===== config.mk =====
export PLATFORM = sky130hd
export DESIGN_NAME = evt_uart
export DESIGN_NICKNAME = d
export VERILOG_FILES = /design/src/rtl/evt_uart_pkg.sv /design/src/rtl/evt_uart_tx.sv /design/src/rtl/evt_uart_rx.sv /design/src/rtl/evt_uart.sv
export SDC_FILE = /design/constraint.sdc
export NUM_CORES = 1
export LEC_CHECK = 0
export BUFFER_PORTS_ARGS = -buffer_cell sky130_fd_sc_hd__buf_4
export CAP_MARGIN = 20
export CORE_ASPECT_RATIO = 0.75
export CORE_MARGIN = 1
export CORE_UTILIZATION = 50
export DETAILED_ROUTE_END_ITERATION = 16
export GPL_TIMING_DRIVEN = 0
export HOLD_SLACK_MARGIN = 0.1
export PLACE_DENSITY = 0.67
export RECOVER_POWER = 50
export SYNTH_ARGS = -nofsm -noshare
export SYNTH_HDL_FRONTEND = slang
export SYNTH_SLANG_ARGS = --single-unit

===== constraint.sdc =====
create_clock -name clk_i -period 5 [get_ports clk_i]
set_input_delay 0.5 -clock clk_i [delete_from_list [all_inputs] [get_ports clk_i]]
set_output_delay 0.5 -clock clk_i [all_outputs]
set_load 0.02 [all_outputs]

===== src/rtl/evt_uart_pkg.sv =====
package evt_uart_pkg;
  localparam int unsigned FRAME_BITS = 10;  // start + 8 data + stop
  localparam int unsigned OVERSAMPLE_LOG2 = 4;

  typedef enum logic [2:0] {
    REG_DATA = 3'd0,
    REG_DIV  = 3'd1,
    REG_STAT = 3'd2,
    REG_CTRL = 3'd3,
    REG_DBG  = 3'd4
  } reg_sel_e;

  localparam int unsigned ST_IDLE  = 0;
  localparam int unsigned ST_RXEVT = 1;
  localparam int unsigned ST_TXEVT = 2;
  localparam int unsigned CT_RXIE  = 0;
  localparam int unsigned CT_TXIE  = 1;
endpackage


===== src/rtl/evt_uart_tx.sv =====
module evt_uart_tx
  import evt_uart_pkg::*;
#(
  parameter int unsigned BL_W = 20
) (
  input  logic            clk_i,
  input  logic            rst_ni,
  input  logic [BL_W-1:0] bit_len_i,
  input  logic            start_i,
  input  logic [7:0]      data_i,
  output logic            busy_o,
  output logic            done_o,
  output logic            tx_o
);
  localparam int unsigned IDX_W = $clog2(FRAME_BITS);

  logic [FRAME_BITS-1:0] sh_q;
  logic [IDX_W-1:0]      idx_q;
  logic [BL_W-1:0]       cnt_q;

  always_ff @(posedge clk_i or negedge rst_ni) begin
    if (!rst_ni) begin
      busy_o <= 1'b0;
      done_o <= 1'b0;
      sh_q   <= '1;
      idx_q  <= '0;
      cnt_q  <= '0;
    end else begin
      done_o <= 1'b0;
      if (!busy_o) begin
        if (start_i) begin
          busy_o <= 1'b1;
          sh_q   <= {1'b1, data_i, 1'b0};
          idx_q  <= '0;
          cnt_q  <= '0;
        end
      end else if (cnt_q == bit_len_i - 1'b1) begin
        cnt_q <= '0;
        if (idx_q == IDX_W'(FRAME_BITS - 1)) begin
          busy_o <= 1'b0;
          done_o <= 1'b1;
        end else begin
          sh_q  <= {1'b1, sh_q[FRAME_BITS-1:1]};
          idx_q <= idx_q + 1'b1;
        end
      end else begin
        cnt_q <= cnt_q + 1'b1;
      end
    end
  end

  assign tx_o = busy_o ? sh_q[0] : 1'b1;

  p_start_bit_r3: assert property (@(posedge clk_i) disable iff (!rst_ni)
    (start_i && !busy_o) |=> (busy_o && !tx_o));
  p_done_ends_frame_r4: assert property (@(posedge clk_i) disable iff (!rst_ni)
    done_o |-> (!busy_o && $past(busy_o)));
endmodule


===== src/rtl/evt_uart_rx.sv =====
module evt_uart_rx #(
  parameter int unsigned BL_W = 20
) (
  input  logic            clk_i,
  input  logic            rst_ni,
  input  logic [BL_W-1:0] bit_len_i,
  input  logic            rx_i,
  output logic            valid_o,
  output logic [7:0]      byte_o
);
  typedef enum logic [1:0] {S_IDLE, S_START, S_DATA, S_STOP} rx_st_e;

  rx_st_e          st_q;
  logic            s1_q, s2_q;
  logic [BL_W-1:0] cnt_q;
  logic [2:0]      idx_q;
  logic [7:0]      sh_q;
  logic [BL_W-1:0] half_last, bit_last;

  assign half_last = (bit_len_i >> 1) - 1'b1;
  assign bit_last  = bit_len_i - 1'b1;

  always_ff @(posedge clk_i or negedge rst_ni) begin
    if (!rst_ni) begin
      s1_q <= 1'b1;
      s2_q <= 1'b1;
    end else begin
      s1_q <= rx_i;
      s2_q <= s1_q;
    end
  end

  always_ff @(posedge clk_i or negedge rst_ni) begin
    if (!rst_ni) begin
      st_q    <= S_IDLE;
      cnt_q   <= '0;
      idx_q   <= '0;
      sh_q    <= '0;
      valid_o <= 1'b0;
      byte_o  <= '0;
    end else begin
      valid_o <= 1'b0;
      unique case (st_q)
        S_IDLE: if (!s2_q) begin
          st_q  <= S_START;
          cnt_q <= '0;
        end
        S_START: if (cnt_q == half_last) begin
          cnt_q <= '0;
          idx_q <= '0;
          st_q  <= s2_q ? S_IDLE : S_DATA;  // glitch: line back high at mid start
        end else cnt_q <= cnt_q + 1'b1;
        S_DATA: if (cnt_q == bit_last) begin
          cnt_q <= '0;
          sh_q  <= {s2_q, sh_q[7:1]};
          idx_q <= idx_q + 1'b1;
          if (idx_q == 3'd7) st_q <= S_STOP;
        end else cnt_q <= cnt_q + 1'b1;
        S_STOP: if (cnt_q == bit_last) begin
          cnt_q <= '0;
          st_q  <= S_IDLE;
          if (s2_q) begin
            valid_o <= 1'b1;
            byte_o  <= sh_q;
          end
        end else cnt_q <= cnt_q + 1'b1;
        default: st_q <= S_IDLE;
      endcase
    end
  end

  p_valid_single_r6: assert property (@(posedge clk_i) disable iff (!rst_ni)
    valid_o |=> !valid_o);
endmodule


===== src/rtl/evt_uart.sv =====
module evt_uart
  import evt_uart_pkg::*;
#(
  parameter int unsigned DIV_W = 16
) (
  input  logic        clk_i,
  input  logic        rst_ni,
  input  logic        req_i,
  input  logic        we_i,
  input  logic [4:0]  addr_i,
  input  logic [31:0] wdata_i,
  output logic [31:0] rdata_o,
  input  logic        rx_i,
  output logic        tx_o,
  output logic        irq_o
);
  localparam int unsigned BL_W = DIV_W + OVERSAMPLE_LOG2;

  logic [31:0] div_q, ctrl_q, dbg_q;
  logic [7:0]  rx_byte_q;
  logic        rx_evt_q, tx_evt_q;
  logic        tx_busy, tx_done, rx_valid;
  logic [7:0]  rx_byte;
  logic        aligned, wr, rd;
  reg_sel_e    sel;
  logic        wr_data, wr_stat;
  logic [DIV_W-1:0] div_eff;
  logic [BL_W-1:0]  bit_len;

  assign aligned = (addr_i[1:0] == 2'b00);
  assign sel     = reg_sel_e'(addr_i[4:2]);
  assign wr      = req_i && we_i && aligned;
  assign rd      = req_i && !we_i && aligned;
  assign wr_data = wr && (sel == REG_DATA);
  assign wr_stat = wr && (sel == REG_STAT);

  assign div_eff = (div_q[DIV_W-1:0] == '0) ? DIV_W'(1) : div_q[DIV_W-1:0];
  assign bit_len = {div_eff, {OVERSAMPLE_LOG2{1'b0}}};

  evt_uart_tx #(.BL_W(BL_W)) u_tx (
    .clk_i, .rst_ni,
    .bit_len_i(bit_len),
    .start_i  (wr_data),
    .data_i   (wdata_i[7:0]),
    .busy_o   (tx_busy),
    .done_o   (tx_done),
    .tx_o
  );

  evt_uart_rx #(.BL_W(BL_W)) u_rx (
    .clk_i, .rst_ni,
    .bit_len_i(bit_len),
    .rx_i,
    .valid_o  (rx_valid),
    .byte_o   (rx_byte)
  );

  always_ff @(posedge clk_i or negedge rst_ni) begin
    if (!rst_ni) begin
      div_q     <= '0;
      ctrl_q    <= '0;
      dbg_q     <= '0;
      rx_byte_q <= '0;
      rx_evt_q  <= 1'b0;
      tx_evt_q  <= 1'b0;
    end else begin
      if (wr && sel == REG_DIV)  div_q  <= wdata_i;
      if (wr && sel == REG_CTRL) ctrl_q <= wdata_i;
      if (wr && sel == REG_DBG)  dbg_q  <= wdata_i;
      // set has priority over a same-cycle clear
      if (tx_done)                        tx_evt_q <= 1'b1;
      else if (wr_stat && wdata_i[ST_TXEVT]) tx_evt_q <= 1'b0;
      if (rx_valid && !rx_evt_q) begin
        rx_evt_q  <= 1'b1;
        rx_byte_q <= rx_byte;
      end else if (wr_stat && wdata_i[ST_RXEVT]) begin
        rx_evt_q <= 1'b0;
      end
    end
  end

  always_comb begin
    rdata_o = '0;
    if (rd) begin
      unique case (sel)
        REG_DATA: rdata_o = {24'd0, rx_byte_q};
        REG_DIV:  rdata_o = div_q;
        REG_STAT: rdata_o = {29'd0, tx_evt_q, rx_evt_q, !tx_busy};
        REG_CTRL: rdata_o = ctrl_q;
        REG_DBG:  rdata_o = dbg_q;
        default:  rdata_o = '0;
      endcase
    end
  end

  assign irq_o = (rx_evt_q && ctrl_q[CT_RXIE]) || (tx_evt_q && ctrl_q[CT_TXIE]);

  p_tx_evt_set_r4: assert property (@(posedge clk_i) disable iff (!rst_ni)
    tx_done |=> tx_evt_q);
  p_w1c_clear_r5: assert property (@(posedge clk_i) disable iff (!rst_ni)
    (wr_stat && wdata_i[ST_TXEVT] && !tx_done) |=> !tx_evt_q);
  p_rx_hold_r7: assert property (@(posedge clk_i) disable iff (!rst_ni)
    (rx_evt_q && !(wr_stat && wdata_i[ST_RXEVT])) |=> (rx_evt_q && $stable(rx_byte_q)));
endmodule


== After elaboration in Yosys (flattened, before gate mapping) ==
Index checks and enable logic that the tools add are counted.
Operators by class
  reduce and logical (&&, ||, !) cells: 32
  equal/unequal tests: 19
  muxes and demuxes: 43
  add/subtract/negate cells: 6
Operators with widths (number)
  case mux 32 bit (5 select lines): 1
  2-to-1 mux 20 bit: 6
  == test 20 bit: 3
  case mux 20 bit (3 select lines): 1
  adder 20 x 1 -> 20 bit, second input constant: 2
  2-to-1 mux 10 bit: 4
  2-to-1 mux 32 bit: 1
  subtractor 19 x 1 -> 20 bit, second input constant: 1
  subtractor 20 x 1 -> 20 bit, second input constant: 1
  logical NOT 16 bit: 1
  2-to-1 mux 16 bit: 1
  2-to-1 mux 4 bit: 4
  2-to-1 mux 1 bit: 15
  logical AND 1 bit: 14
  2-to-1 mux 2 bit: 6
  AND reduction 3 bit: 3
  != test 2 x 1 -> 1 bit, second input constant: 4
  case mux 2 bit (4 select lines): 1
  nonzero test 2 bit: 4
  == test 3 x 2 -> 1 bit, second input constant: 2
  == test 3 bit, second input constant: 2
  2-to-1 mux 3 bit: 2
  != test 2 bit, second input constant: 3
  case mux 3 bit (2 select lines): 1
  other kinds (13): 17
Word-level totals
  logic and storage cells: 119
  input port bits: 42
  register bits after elaboration: 186
  output and inout bits: 34

== Longest topological paths before layout ==
Gate-level depths: netlist of the first run.
  depth in word-level cells: 6
  depth in mapped cells: 17

== Modules after synthesis ==
Synthesis of the first run repeated with hierarchy kept, for this count alone.
Second synthesis, totals
  cell total of the unflattened synthesis: 1206
  area, all modules: 11755.0 sq um
By module, submodules not included
  evt_uart: cells an instance 447, area each 5255.0 sq um, instances 1
  evt_uart_rx: cells an instance 439, area each 3757.4 sq um, instances 1
  evt_uart_tx: cells an instance 320, area each 2742.6 sq um, instances 1

== Worst setup path before layout of the first run ==
OpenSTA, ideal clock, no wires.
  path type: register to register
  start: reg div_q[14]
  end: reg u_rx.cnt_q[9]
  cell stages (with the launch flop): 16
  slack: 1160 ps
  data required time: 4874 ps
  data arrival time: 3713 ps
  buffers on the path: 2
  period minus slack after synthesis: 3840 ps
  path through: dfrtp_1 -> clkbuf_1 -> nor4_4 -> a41o_1 -> inv_1 -> ha_1 -> nor3b_2 -> maj3_1 -> a32o_1 -> nor4_1 -> nand4_1 -> o41a_1 -> o21bai_4 -> buf_6 -> nor3_1 -> a311o_1
On the way
  cells in the longest elaborated chain, start to end: 6
  elaborated cells between the ends (all ways): 9
  classes of those cells: 2 x add/sub; 2 x eq/ne; 4 x mux; 1 x reduce/logical
Ends and longest elaborated chain
  start: declaration: line evt_uart.sv:19  | logic [31:0] div_q, ctrl_q, dbg_q;
  start signal: assignment: line evt_uart.sv:67  | if (wr && sel == REG_DIV) div_q <= wdata_i;
  logical NOT 16 bit: line evt_uart.sv:37  | assign div_eff = (div_q[DIV_W-1:0] == '0) ? DIV_W'(1) : div_q[DIV_W-1:0];
  2-to-1 mux 16 bit *: line evt_uart.sv:37
  subtractor 20 x 1 -> 20 bit / subtractor 19 x 1 -> 20 bit (equally long branches): line evt_uart_rx.sv:21, evt_uart_rx.sv:20
  == test 20 bit (on tied branches): line evt_uart_rx.sv:53, evt_uart_rx.sv:59, evt_uart_rx.sv:48
  2-to-1 mux 20 bit (on tied branches): line evt_uart_rx.sv:53, evt_uart_rx.sv:59, evt_uart_rx.sv:48
  case mux 20 bit (3 select lines) *: line evt_uart_rx.sv:43  | unique case (st_q)
  end signal: assignment: line evt_uart_rx.sv:52  | end else cnt_q <= cnt_q + 1'b1;
  end signal: assignment: line evt_uart_rx.sv:58  | end else cnt_q <= cnt_q + 1'b1;
  end signal: assignment: line evt_uart_rx.sv:66  | end else cnt_q <= cnt_q + 1'b1;
  end: declaration: line evt_uart_rx.sv:15  | logic [BL_W-1:0] cnt_q;
Mark *: on every way between the ends. The rest lies on a longest branch, timed or not.
A chain may end at the register's enable or synchronous reset.

== Worst setup path after layout of the first run ==
  start: reg div_q[6]
  end: reg u_rx.cnt_q[11]
Same word-level chain as after synthesis.

==> impl_results.md, run 1 <==
* Outcome: finished with violations
* Violated checks: capacitance limit, slew limit
* Post-synthesis cell area at 0.0105 mm^2
* Commonest non-fill, non-tap cells in the layout: dfrtp_1, nor2_1, mux2_2
* Critical Path End Type: register
* Clock transition at path regs at 70 ps
* Min-delay worst type: primary input to register
* DRT iter0 DRCs at 870
* CP Class: register to register
* Post-synth EDFFs at 0
* Req. time, crit path at 5320 ps
* Slew Limit Fails at 65
* H-tree depth at 4
* CP delay by family, top: compound AO/OA/AOI/OAI gates
* Fill cell count at 1,781
* Crit path max fanout at 10
* Starting density of the core at 51.4%
* Reg area at 0.00464 mm^2
* Most common cell after layout, fill and taps aside: dfrtp_1
* Gp weighted congestion at 0.954
* Final Skew at 11.7 ps
* Final Hold Vio Count at 0
* # setup viols final at 0
* Unrepaired setup endpoints after global routing: false
* Setup TNS at 0 ps
* Share of layout cells above drive strength 1 at 22.5%
* Via count at 8,564
* Fin crit share at 95.6%
* Fraction of registers with async set or reset after synthesis at 100%
* Synth Flop Type: dfrtp_1
* Seq/Total Area, Yosys at 44.3%
* First-pass GRT wire length at 45.9 mm
* Worst Tran Pin Value at 3470 ps
* Final-stage net count at 1,196
* Met2 wire len at 12.7 mm
* Vias/cell at 5.96
* Pwr dens at 392 mW/mm^2
* Final wirelength at 28.7 mm
* Bufs on Longest Clock Path at 2
* Chip Width at 169 um
* CP max stage delay at 610 ps
* Final Cell Area at 0.0121 mm^2
* Port bufs at 74
* Pre-antenna DRT Iters at 5
* Syn avg cell area at 10.0 um^2
* Max Freq at 209 MHz
* FF-to-FF setup slack at 220 ps
* Chip Height at 127 um
* Clock sinks at 185
* Skew-Pair Late Insertion Delay at 440 ps
* Synthesized net count at 1,101
* Total core area at 0.0204 mm^2
* Slew headroom at -132%
* Metal1 wirelength at 13.3 mm
* Post-CTS Setup Bufs at 0
* Vias in the first global route at 8,202
* Floorplan row count at 45
* Residual DRC count at 0
* Synth Register Bits at 185
* Initial antenna violation count at 0
* Leakage power at 5.35 nW
* CP bufs+invs at 4
* CP Cell Sequence: clkbuf_1 > nor4_4 > a41o_1 > inv_1 > ha_1 > nor3b_2 > buf_2 > o2111ai_1 > a32o_1 > nor4_1 > nand4_1 > o41a_1 > o21bai_4 > nor2_4 > buf_4 > a22o_1
* I/O pin count at 76
* Antenna diodes at 0
* WL per Instance at 20.0 um
* Overflow after GRT at 0
* Top Layer Used: met4
* GR Util All Layers at 27.7%
* Area of the multi-input gates at 0.00540 mm^2
* Area grow syn2layout at 15.0%
* Final antenna-violating net count at 0
* Post-DP HPWL at 20.6 mm
* YS warnings at 0
* Max Cap Viol at 1
* Slowest CP cell: clkbuf_1
* CTS Buf Count at 17
* Total Die Area at 0.0216 mm^2
* Tmin final at 4780 ps
* Metal3 WL at 2.21 mm
* Post-synth cell types at 79
* Critical path arrival at 5100 ps
* DP Area at 0.0114 mm^2
* Cells after Synth at 1,047
* Maximum VDD drop at 0.241 mV
* Clock root buffer: clkbuf_16
* Critical Path Start Type: register
* Pin count of the biggest net entering global routing at 123
* CTS tree: built
-- timing repair --
item	in CTS	in global routing
hold buffers	1	0
setup endpoints to repair	0	11
resized for setup	0	1
hold endpoints to repair	63	0
-- cells by family (layout without fill, tap and decap cells) --
kind of cell,count (synthesis),count (layout),synth area share [%]
AO/OA/AOI/OAI,250,250,15.7
XOR/XNOR,49,49,4.22
adder cells (fa/ha/maj),13,13,1.53
buffers and inverters,105,212,4.24
flip-flops,185,185,44.3
multiplexers,131,131,13.9
AND/OR/NAND/NOR,314,314,16.1
-- worst paths after layout --
kind	start	depth (start not counted)	end
setup / recovery	div_q[6]	16	u_rx.cnt_q[11]
hold / removal	rx_i	1	u_rx.s1_q
max in group asynchronous	rst_ni	3	dbg_q[30]
setup reg to reg	div_q[6]	16	u_rx.cnt_q[11]
min in group asynchronous	rst_ni	2	div_q[16]
hold reg to reg	u_rx.s1_q	0	u_rx.s2_q
-- per-stage QoR --
step,instances,power (mW),hold slack (ps),setup WS (ps),util (%)
floorplan,1047,2.84,204,1160,-
global placement,1403,3.19,349,337,55.9
detailed placement,1404,3.22,347,327,56.1
CTS,1436,4.74,159,287,59.3
global route,1436,4.97,155,39.9,59.1
finish,1436,4.72,173,222,59.1
-- worst register-to-register path, delay by kind of cell, from the launching register on --
kind / cells / cell delay [ps]
compound gates: 6 / 1790
buf+inv: 4 / 1260
simple gates: 5 / 1110
flops: 1 / 350
fa+ha+maj: 1 / 180
-- report_power, final --
part | internal [mW] | leakage (nW) | switching, mW
Sequential | 1.74 | 2.45 | 0.209
Clock | 0.890 | 0.309 | 0.621
Combinational | 0.528 | 2.60 | 0.738
Total | 3.16 | 5.35 | 1.57
-- flip-flops by register name, indices dropped and copies added (netlist names), 3 cells and up, named ones only --
signal and count:
ctrl_q 32, dbg_q 32, div_q 32, u_rx.cnt_q 20
u_tx.cnt_q 20, u_tx.sh_q 9, rx_byte_q 8, u_rx.byte_o 8
u_rx.sh_q 8, u_tx.idx_q 4, u_rx.idx_q 3
-- area by class of cell --
cell class / count / area share, %
timing repair buffer: 76 / 4.69
inverter: 22 / 0.685
multi-input combinational: 757 / 44.8
tap: 282 / 2.93
clock buffer: 17 / 3.53
clock inverter: 14 / 1.82
sequential: 185 / 38.5
buffer: 83 / 3.00
-- routing by layer --
layer / track usage [%] / up-vias
met5: 0 / -
met4: 7.37 / 0
met3: 6.29 / 35
met2: 41.8 / 291
met1: 40.2 / 4239
li1: - / 3999
-- synth_stat cells, types with 11 or more instances --
master / n / area (um^2)
xnor2_1: 29 / 254
o21ai_1: 25 / 125
nand3_1: 23 / 115
inv_1: 22 / 82.6
nor2b_1: 12 / 75.1
nor2_1: 109 / 409
clkbuf_1: 54 / 203
a31oi_1: 29 / 181
o21ai_0: 19 / 95.1
nand2_1: 48 / 180
a21oi_1: 64 / 320
nor3_1: 17 / 85.1
o22ai_1: 19 / 119
ha_1: 12 / 150
nand2b_1: 20 / 125
mux2_1: 13 / 146
a22oi_1: 31 / 233
nor4_1: 12 / 75.1
xor2_1: 19 / 166
a22o_1: 20 / 175
dfstp_2: 11 / 289
mux2_2: 106 / 1190
buf_1: 13 / 48.8
and3_1: 19 / 119
mux2i_1: 12 / 120
dfrtp_1: 174 / 4350
Note: power is estimated with default switching activity, not from simulation.
==> inputs of run 2 (changes only) <==
--- a/config.mk
+++ b/config.mk
@@ -9,11 +9,11 @@
 export CAP_MARGIN = 20
 export CORE_ASPECT_RATIO = 0.75
 export CORE_MARGIN = 1
-export CORE_UTILIZATION = 50
+export CORE_UTILIZATION = 60
 export DETAILED_ROUTE_END_ITERATION = 16
 export GPL_TIMING_DRIVEN = 0
 export HOLD_SLACK_MARGIN = 0.1
-export PLACE_DENSITY = 0.67
+export PLACE_DENSITY = 0.78
 export RECOVER_POWER = 50
 export SYNTH_ARGS = -nofsm -noshare
 export SYNTH_HDL_FRONTEND = slang
==> run 2 against run 1 <==
The flow still finishes with violations (capacitance limit, slew limit). Die area down 16%. Combinational power hardly changed. Clock skew is 2.7 ps higher. Design area down 1.2%. Global-route usage up 4.8 points. Sequential share of layout area is 0.45 points higher. Setup slack lost 25 ps. Worst hold slack worse by 5.2 ps. Maximum frequency is 0.52% lower. Largest power group unchanged.
==> impl_results.md, run 2 (synthesized netlist as in run 1, its figures left out) <==
* Outcome: finished with violations
* Violated checks: capacitance limit, slew limit
* Fin crit share at 96.1%
* Share of layout cells above drive strength 1 at 22.7%
* Min-delay worst type: primary input to register
* WL per Instance at 20.7 um
* Port bufs at 74
* Gp weighted congestion at 0.996
* Final antenna-violating net count at 0
* # resized after CTS at 0
* I/O pin count at 76
* Overflow after GRT at 0
* Total core area at 0.0169 mm^2
* First-pass GRT wire length at 44.8 mm
* WHS Path Cells at 1
* Layout Cells excl Fill at 1,370
* Total Die Area at 0.0180 mm^2
* Commonest non-fill, non-tap cells in the layout: dfrtp_1, nor2_1, mux2_2
* Critical Path End Type: register
* Residual DRC count at 0
* GR Util All Layers at 32.5%
* Most Crowded Layer GR: met2
* # setup viols final at 0
* Clock transition at path regs at 80 ps
* Via count at 8,843
* Met1 GRT Util at 45.8%
* Skew-Pair Late Insertion Delay at 450 ps
* Pin count of the biggest net entering global routing at 99
* Final wirelength at 28.3 mm
* Starting density of the core at 61.9%
* Bufs on Longest Clock Path at 2
* Critical path arrival at 5130 ps
* Maximum VDD drop at 0.232 mV
* Most common cell after layout, fill and taps aside: dfrtp_1
* Clock root buffer: clkbuf_16
* Critical Path Start Type: register
* Setup TNS at 0 ps
* Slew Limit Fails at 88
* Pwr dens at 382 mW/mm^2
* Tmin final at 4800 ps
* Floorplan row count at 41
* Slew headroom at -46.5%
* Top Registers: ctrl_q x32, dbg_q x32, div_q x32
* Initial antenna violation count at 1
* Final worst slack at 197 ps
* Length in cells of the worst reg-to-reg path at 16
* Worst Tran Pin Value at 2200 ps
* Chip Height at 116 um
* Setup slack at placement at 339 ps
* Post-DP HPWL at 20.1 mm
* GR met2 Demand/Resource at 50.9%
* Chip Width at 155 um
* Clock sinks at 185
* Req. time, crit path at 5330 ps
* Crit path max fanout at 10
* Final Skew at 14.4 ps
* CTS tree: built
* CP Class: register to register
* CTS Buf Count at 17
* Vias/cell at 6.45
* Vias in the first global route at 8,325
* Hold slack at 168 ps
* Unrepaired setup endpoints after global routing: false
* Final Hold Vio Count at 0
* DRT iter0 DRCs at 1,097
* Area grow syn2layout at 13.6%
* Max Freq at 208 MHz
* Fin util at 70.4%
* Max Cap Viol at 1
* Final-stage net count at 1,196
* Antenna diodes at 0
* H-tree depth at 4
* Leakage power at 5.34 nW
* GRT met3 Usage at 8.16%
* Pre-antenna DRT Iters at 6
* Placed Cells at 1,337
## run 2: cell types whose count changed in the layout (fill, tap and decap cells not counted), sizes merged
cell and delta:
bufinv -5, clkinvlp -1, clkbuf +1, inv +4
clkinv +2
## run 2: cell type report
| type | instances | area [um^2] |
|---|---|---|
| Timing Repair Buffer | 76 | 587 |
| Clock buffer | 18 | 439 |
| Buffer | 83 | 362 |
| Multi-Input combinational cell | 757 | 5400 |
| Fill cell | 1270 | 5010 |
| Sequential cell | 185 | 4640 |
| Clock inverter | 14 | 135 |
| Inverter | 22 | 82.6 |
| Tap cell | 215 | 269 |
## run 2: worst paths after layout
path	from	end	slack, ps
worst max-delay path	div_q[6]	u_rx.cnt_q[9]	200
worst min-delay path	rx_i	u_rx.s1_q	170
worst max register to register	div_q[6]	u_rx.cnt_q[9]	200
worst min register to register	u_rx.s1_q	u_rx.s2_q	360
max in group asynchronous	rst_ni	u_rx.cnt_q[15]	2460
min in group asynchronous	rst_ni	ctrl_q[25]	1220
## run 2: through the flow
stage	total power, mW	area, um^2
floorplan	2.84	10500
global placement	3.17	11300
detailed placement	3.21	11300
CTS	4.53	11900
global route	4.76	11900
finish	4.55	11900
## run 2: critical path, cell delays in order (launching register included)
cell and delay, ps:
dfrtp_1 340, clkbuf_1 590, nor4_4 140, a41o_1 370, inv_1 90, ha_1 180, nor3b_2 460, buf_2 350
o2111ai_1 150, a32o_1 240, nor4_1 270, nand4_1 190, o41a_1 530, o21bai_4 270, buf_6 180, nor3_1 60
a311o_1 270
## run 2: where the power goes
part / switching (mW) / internal [mW] / leakage, nW
clock: 0.662 / 0.674 / 0.279
sequential: 0.210 / 1.74 / 2.45
combinational: 0.742 / 0.528 / 2.61
## run 2: what timing repair did
action | 4_1_cts | 5_1_grt
buffers inserted | 0 | 0
endpoints found under the setup margin | 0 | 0
hold endpoints to repair | 17 | 0
hold buffers | 1 | 0
## run 2: layer usage
| layer | routed length, um | vias to the layer above |
|---|---|---|
| met2 | 12600 | 427 |
| li1 | - | 4008 |
| met1 | 12400 | 4337 |
| met3 | 2720 | 69 |
| met5 | 11 | - |
| met4 | 587 | 2 |
